**config.mk**
```make
export PLATFORM = sky130hd
export DESIGN_NAME = cell_bulk_fifo
export DESIGN_NICKNAME = d
export VERILOG_FILES = /design/src/rtl/cbf_pkg.sv /design/src/rtl/cbf_ring.sv /design/src/rtl/cbf_bulk.sv /design/src/rtl/cbf_sched.sv /design/src/rtl/cell_bulk_fifo.sv
export SDC_FILE = /design/constraint.sdc
export NUM_CORES = 1
export LEC_CHECK = 0
export ABC_AREA = 1
export CORE_UTILIZATION = 45
export CTS_CLUSTER_DIAMETER = 80
export CTS_CLUSTER_SIZE = 10
export DETAILED_ROUTE_END_ITERATION = 16
export PLACE_DENSITY = 0.71
export SLEW_MARGIN = 30
export SYNTH_ARGS = -nofsm -noshare
export SYNTH_HDL_FRONTEND = slang
export SYNTH_SLANG_ARGS = --single-unit
export TNS_END_PERCENT = 10
```
**constraint.sdc**
```tcl
create_clock -name clk -period 5.47 [get_ports clk]
set_clock_uncertainty 0.2 [all_clocks]
set_input_delay 1.094 -clock clk [delete_from_list [all_inputs] [get_ports clk]]
set_output_delay 1.094 -clock clk [all_outputs]
set_load 0.02 [all_outputs]
```
**src/rtl/cbf_pkg.sv**
```systemverilog
package cbf_pkg;
  typedef enum logic [2:0] {
    BK_IDLE  = 3'd0,
    BK_WWAIT = 3'd1,
    BK_WBEAT = 3'd2,
    BK_RWAIT = 3'd3,
    BK_RBEAT = 3'd4
  } bk_state_e;
endpackage

```
**src/rtl/cbf_ring.sv**
```systemverilog
// Small ring buffer used for both the tail and head caches.
module cbf_ring #(
  parameter int W     = 16,
  parameter int DEPTH = 8
) (
  input  logic                       clk,
  input  logic                       rst,
  input  logic                       push,
  input  logic [W-1:0]               push_cell,
  input  logic                       pop,
  output logic [W-1:0]               pop_cell,
  output logic [$clog2(DEPTH+1)-1:0] count,
  output logic                       full,
  output logic                       empty
);
  localparam int AW = $clog2(DEPTH);
  localparam int CW = $clog2(DEPTH + 1);
  localparam logic [CW-1:0] FULL_CNT = CW'(DEPTH);
  localparam logic [AW-1:0] LAST_IDX = AW'(DEPTH - 1);

  logic [W-1:0]  slots [DEPTH];
  logic [AW-1:0] wr_idx, rd_idx;
  logic [CW-1:0] cnt_q;

  always_ff @(posedge clk) begin
    if (push) slots[wr_idx] <= push_cell;
  end

  always_ff @(posedge clk) begin
    if (rst) begin
      wr_idx <= '0;
      rd_idx <= '0;
      cnt_q  <= '0;
    end else begin
      if (push) wr_idx <= (wr_idx == LAST_IDX) ? '0 : wr_idx + 1'b1;
      if (pop)  rd_idx <= (rd_idx == LAST_IDX) ? '0 : rd_idx + 1'b1;
      case ({push, pop})
        2'b10:   cnt_q <= cnt_q + 1'b1;
        2'b01:   cnt_q <= cnt_q - 1'b1;
        default: cnt_q <= cnt_q;
      endcase
    end
  end

  assign pop_cell = slots[rd_idx];
  assign count    = cnt_q;
  assign full     = (cnt_q == FULL_CNT);
  assign empty    = (cnt_q == '0);

  p_no_overflow_r4: assert property (@(posedge clk) disable iff (rst)
    !(push && full));
  p_no_underflow_r3: assert property (@(posedge clk) disable iff (rst)
    !(pop && empty));
endmodule

```
**src/rtl/cbf_bulk.sv**
```systemverilog
// Bulk store model: fixed access wait, then one cell per cycle within a row.
module cbf_bulk
  import cbf_pkg::*;
#(
  parameter int W    = 16,
  parameter int B    = 4,
  parameter int ROWS = 8,
  parameter int LAT  = 4
) (
  input  logic         clk,
  input  logic         rst,
  input  logic         req_wr,
  input  logic         req_rd,
  input  logic [W-1:0] wr_cell,
  output logic         wr_beat,
  output logic         rd_vld,
  output logic [W-1:0] rd_cell,
  output logic         idle,
  output logic         is_empty,
  output logic         has_row,
  output logic         has_room
);
  localparam int CELLS = B * ROWS;
  localparam int AW = $clog2(CELLS);
  localparam int BW = $clog2(B);
  localparam int RW = $clog2(ROWS);
  localparam int LW = $clog2(CELLS + 1);
  localparam int TW = $clog2(LAT + 1);
  localparam logic [BW-1:0] BEAT_LAST = BW'(B - 1);
  localparam logic [RW-1:0] ROW_LAST  = RW'(ROWS - 1);
  localparam logic [TW-1:0] WAIT_LAST = TW'(LAT - 1);
  localparam logic [AW-1:0] B_A       = AW'(B);

  bk_state_e     state;
  logic [TW-1:0] wait_q;
  logic [BW-1:0] beat_q;
  logic [RW-1:0] wr_row, rd_row;
  logic [LW-1:0] level;
  logic [W-1:0]  store [CELLS];
  logic [W-1:0]  rd_q;
  logic          rd_vld_q;
  logic [AW-1:0] wr_addr, rd_addr;

  assign wr_addr = AW'(wr_row) * B_A + AW'(beat_q);
  assign rd_addr = AW'(rd_row) * B_A + AW'(beat_q);

  always_ff @(posedge clk) begin
    if (rst) begin
      state  <= BK_IDLE;
      wait_q <= '0;
      beat_q <= '0;
      wr_row <= '0;
      rd_row <= '0;
      level  <= '0;
    end else begin
      case (state)
        BK_IDLE: begin
          wait_q <= '0;
          beat_q <= '0;
          if (req_wr)      state <= BK_WWAIT;
          else if (req_rd) state <= BK_RWAIT;
        end
        BK_WWAIT, BK_RWAIT: begin
          if (wait_q == WAIT_LAST) begin
            state  <= (state == BK_WWAIT) ? BK_WBEAT : BK_RBEAT;
            beat_q <= '0;
          end else begin
            wait_q <= wait_q + 1'b1;
          end
        end
        BK_WBEAT: begin
          beat_q <= beat_q + 1'b1;
          level  <= level + 1'b1;
          if (beat_q == BEAT_LAST) begin
            state  <= BK_IDLE;
            wr_row <= (wr_row == ROW_LAST) ? '0 : wr_row + 1'b1;
          end
        end
        BK_RBEAT: begin
          beat_q <= beat_q + 1'b1;
          level  <= level - 1'b1;
          if (beat_q == BEAT_LAST) begin
            state  <= BK_IDLE;
            rd_row <= (rd_row == ROW_LAST) ? '0 : rd_row + 1'b1;
          end
        end
        default: state <= BK_IDLE;
      endcase
    end
  end

  // Memory kept free of reset so it maps onto block RAM with a registered read.
  always_ff @(posedge clk) begin
    if (state == BK_WBEAT) store[wr_addr] <= wr_cell;
    rd_q <= store[rd_addr];
  end

  always_ff @(posedge clk) begin
    if (rst) rd_vld_q <= 1'b0;
    else     rd_vld_q <= (state == BK_RBEAT);
  end

  assign wr_beat  = (state == BK_WBEAT);
  assign rd_vld   = rd_vld_q;
  assign rd_cell  = rd_q;
  assign idle     = (state == BK_IDLE) && !rd_vld_q;
  assign is_empty = (level == '0);
  assign has_row  = (level >= LW'(B));
  assign has_room = (level <= LW'(CELLS - B));

  // Checker-side count of wait cycles before each burst.
  logic [TW:0] wait_seen;
  always_ff @(posedge clk) begin
    if (rst) wait_seen <= '0;
    else if (state == BK_WWAIT || state == BK_RWAIT) wait_seen <= wait_seen + 1'b1;
    else wait_seen <= '0;
  end

  p_req_only_idle_r6: assert property (@(posedge clk) disable iff (rst)
    (req_wr || req_rd) |-> idle);
  p_wbeat_step_r6: assert property (@(posedge clk) disable iff (rst)
    (state == BK_WBEAT && beat_q != BEAT_LAST) |=>
      (state == BK_WBEAT && beat_q == BW'($past(beat_q) + 1'b1)));
  p_rbeat_step_r6: assert property (@(posedge clk) disable iff (rst)
    (state == BK_RBEAT && beat_q != BEAT_LAST) |=>
      (state == BK_RBEAT && beat_q == BW'($past(beat_q) + 1'b1)));
  p_wait_len_r6: assert property (@(posedge clk) disable iff (rst)
    ((state == BK_WBEAT || state == BK_RBEAT) && beat_q == '0) |->
      (wait_seen == (TW + 1)'(LAT)));
  p_level_bound_r4: assert property (@(posedge clk) disable iff (rst)
    level <= LW'(CELLS));
endmodule

```
**src/rtl/cbf_sched.sv**
```systemverilog
// Decides each cycle between bypass, a store write burst and a store read burst.
module cbf_sched #(
  parameter int B          = 4,
  parameter int TAIL_DEPTH = 8,
  parameter int HEAD_DEPTH = 8
) (
  input  logic [$clog2(TAIL_DEPTH+1)-1:0] tail_cnt,
  input  logic [$clog2(HEAD_DEPTH+1)-1:0] head_cnt,
  input  logic                            tail_empty,
  input  logic                            head_full,
  input  logic                            bk_idle,
  input  logic                            bk_empty,
  input  logic                            bk_has_row,
  input  logic                            bk_has_room,
  output logic                            bypass,
  output logic                            req_wr,
  output logic                            req_rd
);
  localparam int TCW = $clog2(TAIL_DEPTH + 1);
  localparam int HCW = $clog2(HEAD_DEPTH + 1);
  localparam logic [TCW-1:0] T_BURST  = TCW'(B);
  localparam logic [HCW-1:0] H_BURST  = HCW'(B);
  localparam logic [HCW-1:0] H_ROOMAX = HCW'(HEAD_DEPTH - B);

  logic quiet, can_wr, can_rd;

  always_comb begin
    quiet  = bk_idle && bk_empty;
    bypass = quiet && !tail_empty && !head_full;
    can_wr = bk_idle && !bypass && (tail_cnt >= T_BURST) && bk_has_room;
    can_rd = bk_idle && bk_has_row && (head_cnt <= H_ROOMAX);
    req_rd = can_rd && ((head_cnt < H_BURST) || !can_wr);
    req_wr = can_wr && !req_rd;
  end
endmodule

```
**src/rtl/cell_bulk_fifo.sv**
```systemverilog
module cell_bulk_fifo
  import cbf_pkg::*;
#(
  parameter int CELL_W    = 16,
  parameter int BURST     = 4,
  parameter int BUF_CELLS = 2 * BURST,
  parameter int BULK_ROWS = 8,
  parameter int BULK_LAT  = 4
) (
  input  logic              clk,
  input  logic              rst,
  input  logic              enq_valid,
  output logic              enq_ready,
  input  logic [CELL_W-1:0] enq_cell,
  output logic              deq_valid,
  input  logic              deq_ready,
  output logic [CELL_W-1:0] deq_cell
);
  localparam int CW = $clog2(BUF_CELLS + 1);

  logic [CW-1:0]     tail_cnt, head_cnt;
  logic              tail_full, tail_empty, head_full, head_empty;
  logic              tail_push, tail_pop, head_push, head_pop;
  logic [CELL_W-1:0] tail_out, head_in, bk_rd_cell;
  logic              bypass, req_wr, req_rd;
  logic              bk_wr_beat, bk_rd_vld, bk_idle, bk_empty, bk_has_row, bk_has_room;

  assign enq_ready = !tail_full;
  assign deq_valid = !head_empty;
  assign tail_push = enq_valid && !tail_full;
  assign tail_pop  = bypass || bk_wr_beat;
  assign head_push = bypass || bk_rd_vld;
  assign head_pop  = deq_ready && !head_empty;
  assign head_in   = bypass ? tail_out : bk_rd_cell;

  cbf_ring #(.W(CELL_W), .DEPTH(BUF_CELLS)) u_tail (
    .clk(clk), .rst(rst),
    .push(tail_push), .push_cell(enq_cell),
    .pop(tail_pop), .pop_cell(tail_out),
    .count(tail_cnt), .full(tail_full), .empty(tail_empty)
  );

  cbf_bulk #(.W(CELL_W), .B(BURST), .ROWS(BULK_ROWS), .LAT(BULK_LAT)) u_bulk (
    .clk(clk), .rst(rst),
    .req_wr(req_wr), .req_rd(req_rd), .wr_cell(tail_out),
    .wr_beat(bk_wr_beat), .rd_vld(bk_rd_vld), .rd_cell(bk_rd_cell),
    .idle(bk_idle), .is_empty(bk_empty), .has_row(bk_has_row), .has_room(bk_has_room)
  );

  cbf_sched #(.B(BURST), .TAIL_DEPTH(BUF_CELLS), .HEAD_DEPTH(BUF_CELLS)) u_sched (
    .tail_cnt(tail_cnt), .head_cnt(head_cnt),
    .tail_empty(tail_empty), .head_full(head_full),
    .bk_idle(bk_idle), .bk_empty(bk_empty),
    .bk_has_row(bk_has_row), .bk_has_room(bk_has_room),
    .bypass(bypass), .req_wr(req_wr), .req_rd(req_rd)
  );

  cbf_ring #(.W(CELL_W), .DEPTH(BUF_CELLS)) u_head (
    .clk(clk), .rst(rst),
    .push(head_push), .push_cell(head_in),
    .pop(head_pop), .pop_cell(deq_cell),
    .count(head_cnt), .full(head_full), .empty(head_empty)
  );

  initial begin
    if (BUF_CELLS < 2 * BURST) $error("BUF_CELLS must be at least twice BURST");
  end

  p_reset_flags_r1: assert property (@(posedge clk)
    rst |=> (enq_ready && !deq_valid));
  p_stall_hold_r7: assert property (@(posedge clk) disable iff (rst)
    (deq_valid && !deq_ready) |=> (deq_valid && $stable(deq_cell)));
  p_one_source_r2: assert property (@(posedge clk) disable iff (rst)
    !(bypass && bk_rd_vld));
  p_no_bypass_busy_r2: assert property (@(posedge clk) disable iff (rst)
    bypass |-> !(bk_wr_beat || bk_rd_vld));
endmodule

```
==> run summary <==
### Routing
* **count of unresolved DRC violations after routing** 0
* **antenna-violating nets left** 0
* **total vias in the final route** 21700
* **highest routing layer actually used** met4
* **amount of wire on met2 after detailed routing** 37900 µm
* **detailed-routing iteration count for the pre-antenna-repair pass** 6
* **number of DRC markers in iteration 0** 2028
* **met3 wire len** 6030 µm
* **wire length on met1** 32000 µm
* **post-detailed-route wirelength per cell** 19.9 µm
* **average via count per standard cell** 5.51
* **final wirelength** 78100 µm

### Setup path
* **kind of cell adding the most delay to the critical path** buffers and inverters
* **cells on worst reg2reg path** 8
* **CP Class** reg2out
* **crit path launch type** flop
* **critical-path cell list** clkinv_1 -> buf_4 -> o21ai_0 -> o22ai_1 -> nor2_1 -> a31oi_1 -> clkdlybuf4s50_1
* **Crit. path cell count** 7
* **cell with the biggest individual delay on the critical path** sky130_fd_sc_hd__clkinv_1
* **count of buffer and inverter cells on the critical path** 3
* **capturing element type of the critical path** primary output
* **critical path fanouts, max** 37
* **Worst EP required** 4.18 ns
* **highest cell delay on the worst timing path** 0.66 ns
* **Arr. time, crit path** 3.17 ns

### Synth
* **synthesized area per cell** 11.8 µm²
* **Most used DFF post-synth** sky130_fd_sc_hd__edfxtp_1
* **number of warning messages in the yosys log** 0
* **cells after synthesis** 2839
* **number of flops mapped to enable cells by yosys** 768
* **FF+latch count, synth** 831
* **synthesized area** 0.0335 mm²
* **fraction of registers with async set/reset** 0%
* **Yosys cell types** 31
* **register area share after synthesis** 72.7%
* **Synth Net Count** 2890

### Clock tree
* **clock tree from TritonCTS** done
* **# clock sinks** 831
* **number of buffers between clock root and the deepest sink** 3
* **insertion delay to the later sink of the worst-skew pair** 0.64 ns
* **level count of the clock H-tree** 3
* **number of buffers added to fix hold violations after cts** 0
* **clock edge transition at the registers on the reported setup and hold paths** 0.05 ns
* **Post-CTS Setup Inserts** 0
* **Num CTS Buffers** 93
* **CTS root buffer** sky130_fd_sc_hd__clkbuf_16
* **total of cells resized after clock tree synthesis** 0

### STA
* **final critical delay including setup and external delays** 4.47 ns
* **Final period util** 81.6%
* **pins over their slew limit** 0
* **Fin. Hold Viols** 0
* **worst rel slew slack** 33.7%
* **setup TNS after final layout** 0 ns
* **total setup violations reported at the end of the flow** 0
* **pin slew with the least headroom to its limit** 0.992 ns
* **RSZ-0062 raised after global routing** no
* **Highest Clock Rate** 0.224 GHz

### Global route
* **first-pass GRT wire length** 120000 µm
* **grt ovf** 0
* **number of antenna violations at the first check in global routing** 0
* **maximum number of pins on one net before global-route repair** 159
* **global-route usage over all layers** 20.8%
* **number of global-route vias before repair** 20800

### Die
* **full die area** 0.0755 mm²
* **# IOs** 38
* **DIE HEIGHT** 275 µm
* **area of the core** 0.0733 mm²
* **horizontal die dimension** 275 µm
* **starting utilization of the core area** 45.7%
* **Cell Rows** 99

### Power and ir drop
* **Pwr per Cell Area** 518 mW/mm²
* **combinational fraction of design power** 27.7%
* **switching share of total power** 33.4%
* **Max VDD drop** 0.000406 V
* **standby leakage power** 13.5 nW
* **cell-internal power** 13.0 mW
* **share of total power in the clock network** 28.6%
* **fraction of power consumed by sequential logic** 43.7%
* **Sw Pwr** 6.52 mW

### Placed design
* **final weighted congestion in routability-driven placement** 0.842
* **DPL Wire Length** 43900 µm
* **count of input and output buffers** 37

### Finish
* **post-layout utilization of the core** 51.4%
* **growth of design area from synthesis to finish** 12.6%
* **fill cell total of the finished layout** 6191
* **total number of nets in the final design** 2950
* **share of post-route cells with drive strength above 1** 7.04%
* **antenna fix cells** 0

### Job
* **max cap viols** 0

### Min path
* **classification of the worst-slack hold path** reg2reg
* **Hold Path Cell Cnt** 1

### Outcome
* **status** finished, final reports clean

layer usage:
| layer | vias up | GRT usage [%] |
|---|---|---|
| li1 | 10200 | - |
| met4 | 0 | 7.15 |
| met5 | - | 0 |
| met2 | 871 | 34.2 |
| met3 | 149 | 3.53 |
| met1 | 10500 | 27.9 |
placed cells by master, fill, tap and decap left out, types with 4 or more instances in the layout:
cell and n:
sky130_fd_sc_hd__clkdlybuf4s50_1 37, sky130_fd_sc_hd__o31ai_1 64, sky130_fd_sc_hd__nand2_1 681, sky130_fd_sc_hd__clkbuf_16 94, sky130_fd_sc_hd__buf_4 89, sky130_fd_sc_hd__inv_6 4
sky130_fd_sc_hd__o22ai_1 17, sky130_fd_sc_hd__edfxtp_1 768, sky130_fd_sc_hd__nand3_1 151, sky130_fd_sc_hd__inv_1 45, sky130_fd_sc_hd__clkbuf_1 64, sky130_fd_sc_hd__nor2_1 426
sky130_fd_sc_hd__dfxtp_1 57, sky130_fd_sc_hd__a21oi_1 162, sky130_fd_sc_hd__dfxtp_2 4, sky130_fd_sc_hd__inv_2 6, sky130_fd_sc_hd__o32ai_1 32, sky130_fd_sc_hd__o21ai_0 191
sky130_fd_sc_hd__ha_1 28, sky130_fd_sc_hd__a31oi_1 17
cells by family (layout without fill, tap and decap cells):
logic type               after synthesis  after routing  synth area share, %
AND/OR/NAND/NOR                     1267           1267                 14.8
AO/OA/AOI/OAI                        488            488                 8.31
buffers and inverters                217            347                 2.85
adder cells (fa/ha/maj)               31             31                 1.23
XOR/XNOR                               5              5                0.131
flip-flops                           831            831                 72.7
metrics by stage:
step | instances | area (µm²) | power [mW] | worst slack, ns | hold slack, ns
final | 3928 | 37700 | 19.5 | 1.00 | 0.271
after global routing | 3928 | 37700 | 20.5 | 0.687 | 0.294
after CTS | 3928 | 37700 | 19.6 | 0.968 | 0.271
after detailed placement | 3763 | 35000 | 14.0 | 1.62 | 0.263
after global placement | 3763 | 35000 | 13.9 | 1.73 | 0.256
after floorplan | 2839 | 33500 | 12.1 | 2.64 | 0.229
layout make-up:
class                      instances  area [µm²]  share of cell area, %
clock buffer                     158        2590                   6.88
tap                              959        1200                   3.18
sequential                       831       24300                   64.6
timing repair buffer             127        1060                   2.81
clock inverter                     7        87.6                  0.232
inverter                          55         214                  0.568
multi-input combinational       1791        8210                   21.8
synthesized netlist by cell type, types with 3 or more instances:
library cell	number	area (µm²)
sky130_fd_sc_hd__o32ai_1	32	280
sky130_fd_sc_hd__clkbuf_1	84	315
sky130_fd_sc_hd__edfxtp_1	768	23100
sky130_fd_sc_hd__a21oi_1	162	811
sky130_fd_sc_hd__nand2_1	683	2560
sky130_fd_sc_hd__buf_6	6	67.6
sky130_fd_sc_hd__inv_2	4	15.0
sky130_fd_sc_hd__inv_1	49	184
sky130_fd_sc_hd__fa_1	3	60.1
sky130_fd_sc_hd__xor2_1	3	26.3
sky130_fd_sc_hd__a31oi_1	17	106
sky130_fd_sc_hd__ha_1	28	350
sky130_fd_sc_hd__nor2_1	426	1600
sky130_fd_sc_hd__nand4_1	3	18.8
sky130_fd_sc_hd__buf_2	46	230
sky130_fd_sc_hd__o21ai_0	191	956
sky130_fd_sc_hd__buf_4	10	75.1
sky130_fd_sc_hd__nand3_1	151	756
sky130_fd_sc_hd__buf_1	16	60.1
sky130_fd_sc_hd__dfxtp_1	63	1260
sky130_fd_sc_hd__o22ai_1	17	106
sky130_fd_sc_hd__o31ai_1	64	480
sequential cells by signal, summed over array words and instances (netlist names), 2 cells and up, named ones only:
register	count
u_tail.slots	128
u_tail.rd_idx	3
u_bulk.rd_cell	16
u_bulk.wr_row	3
u_bulk.state	3
u_bulk.level	6
u_bulk.rd_row	3
u_tail.wr_idx	3
u_head.count	4
u_bulk.store	512
u_bulk.beat_q	2
u_head.wr_idx	3
u_head.slots	128
u_head.rd_idx	3
u_tail.count	4
u_bulk.wait_q	3
worst reg2reg max path: stages, from the launching register on:
cell and delay (ns):
sky130_fd_sc_hd__dfxtp_2 0.32, sky130_fd_sc_hd__inv_2 0.46, sky130_fd_sc_hd__buf_4 0.43, sky130_fd_sc_hd__nor2_1 0.11
sky130_fd_sc_hd__o32ai_1 0.28, sky130_fd_sc_hd__nand2_1 0.09, sky130_fd_sc_hd__nand2_1 0.74, sky130_fd_sc_hd__nand2_1 0.12
sky130_fd_sc_hd__nand2_1 0.26
worst paths after layout:
check	start	to	slack [ns]
worst min register to register	u_tail.count[3]	u_tail.count[3]	0.27
worst min-delay path	u_tail.count[3]	u_tail.count[3]	0.27
worst max-delay path	flop	deq_cell[8]	1.00
worst max register to register	flop	u_head.slots[2][1]	2.27
power groups by stage:
stage	registers (mW)	logic, mW	clock network, mW
floorplan	8.55	3.52	0
global placement	8.65	5.27	0
detailed placement	8.66	5.38	0
CTS	8.53	5.41	5.65
global route	8.57	5.97	5.93
finish	8.53	5.41	5.58
No activity file was read; power rests on OpenSTA's default activity.
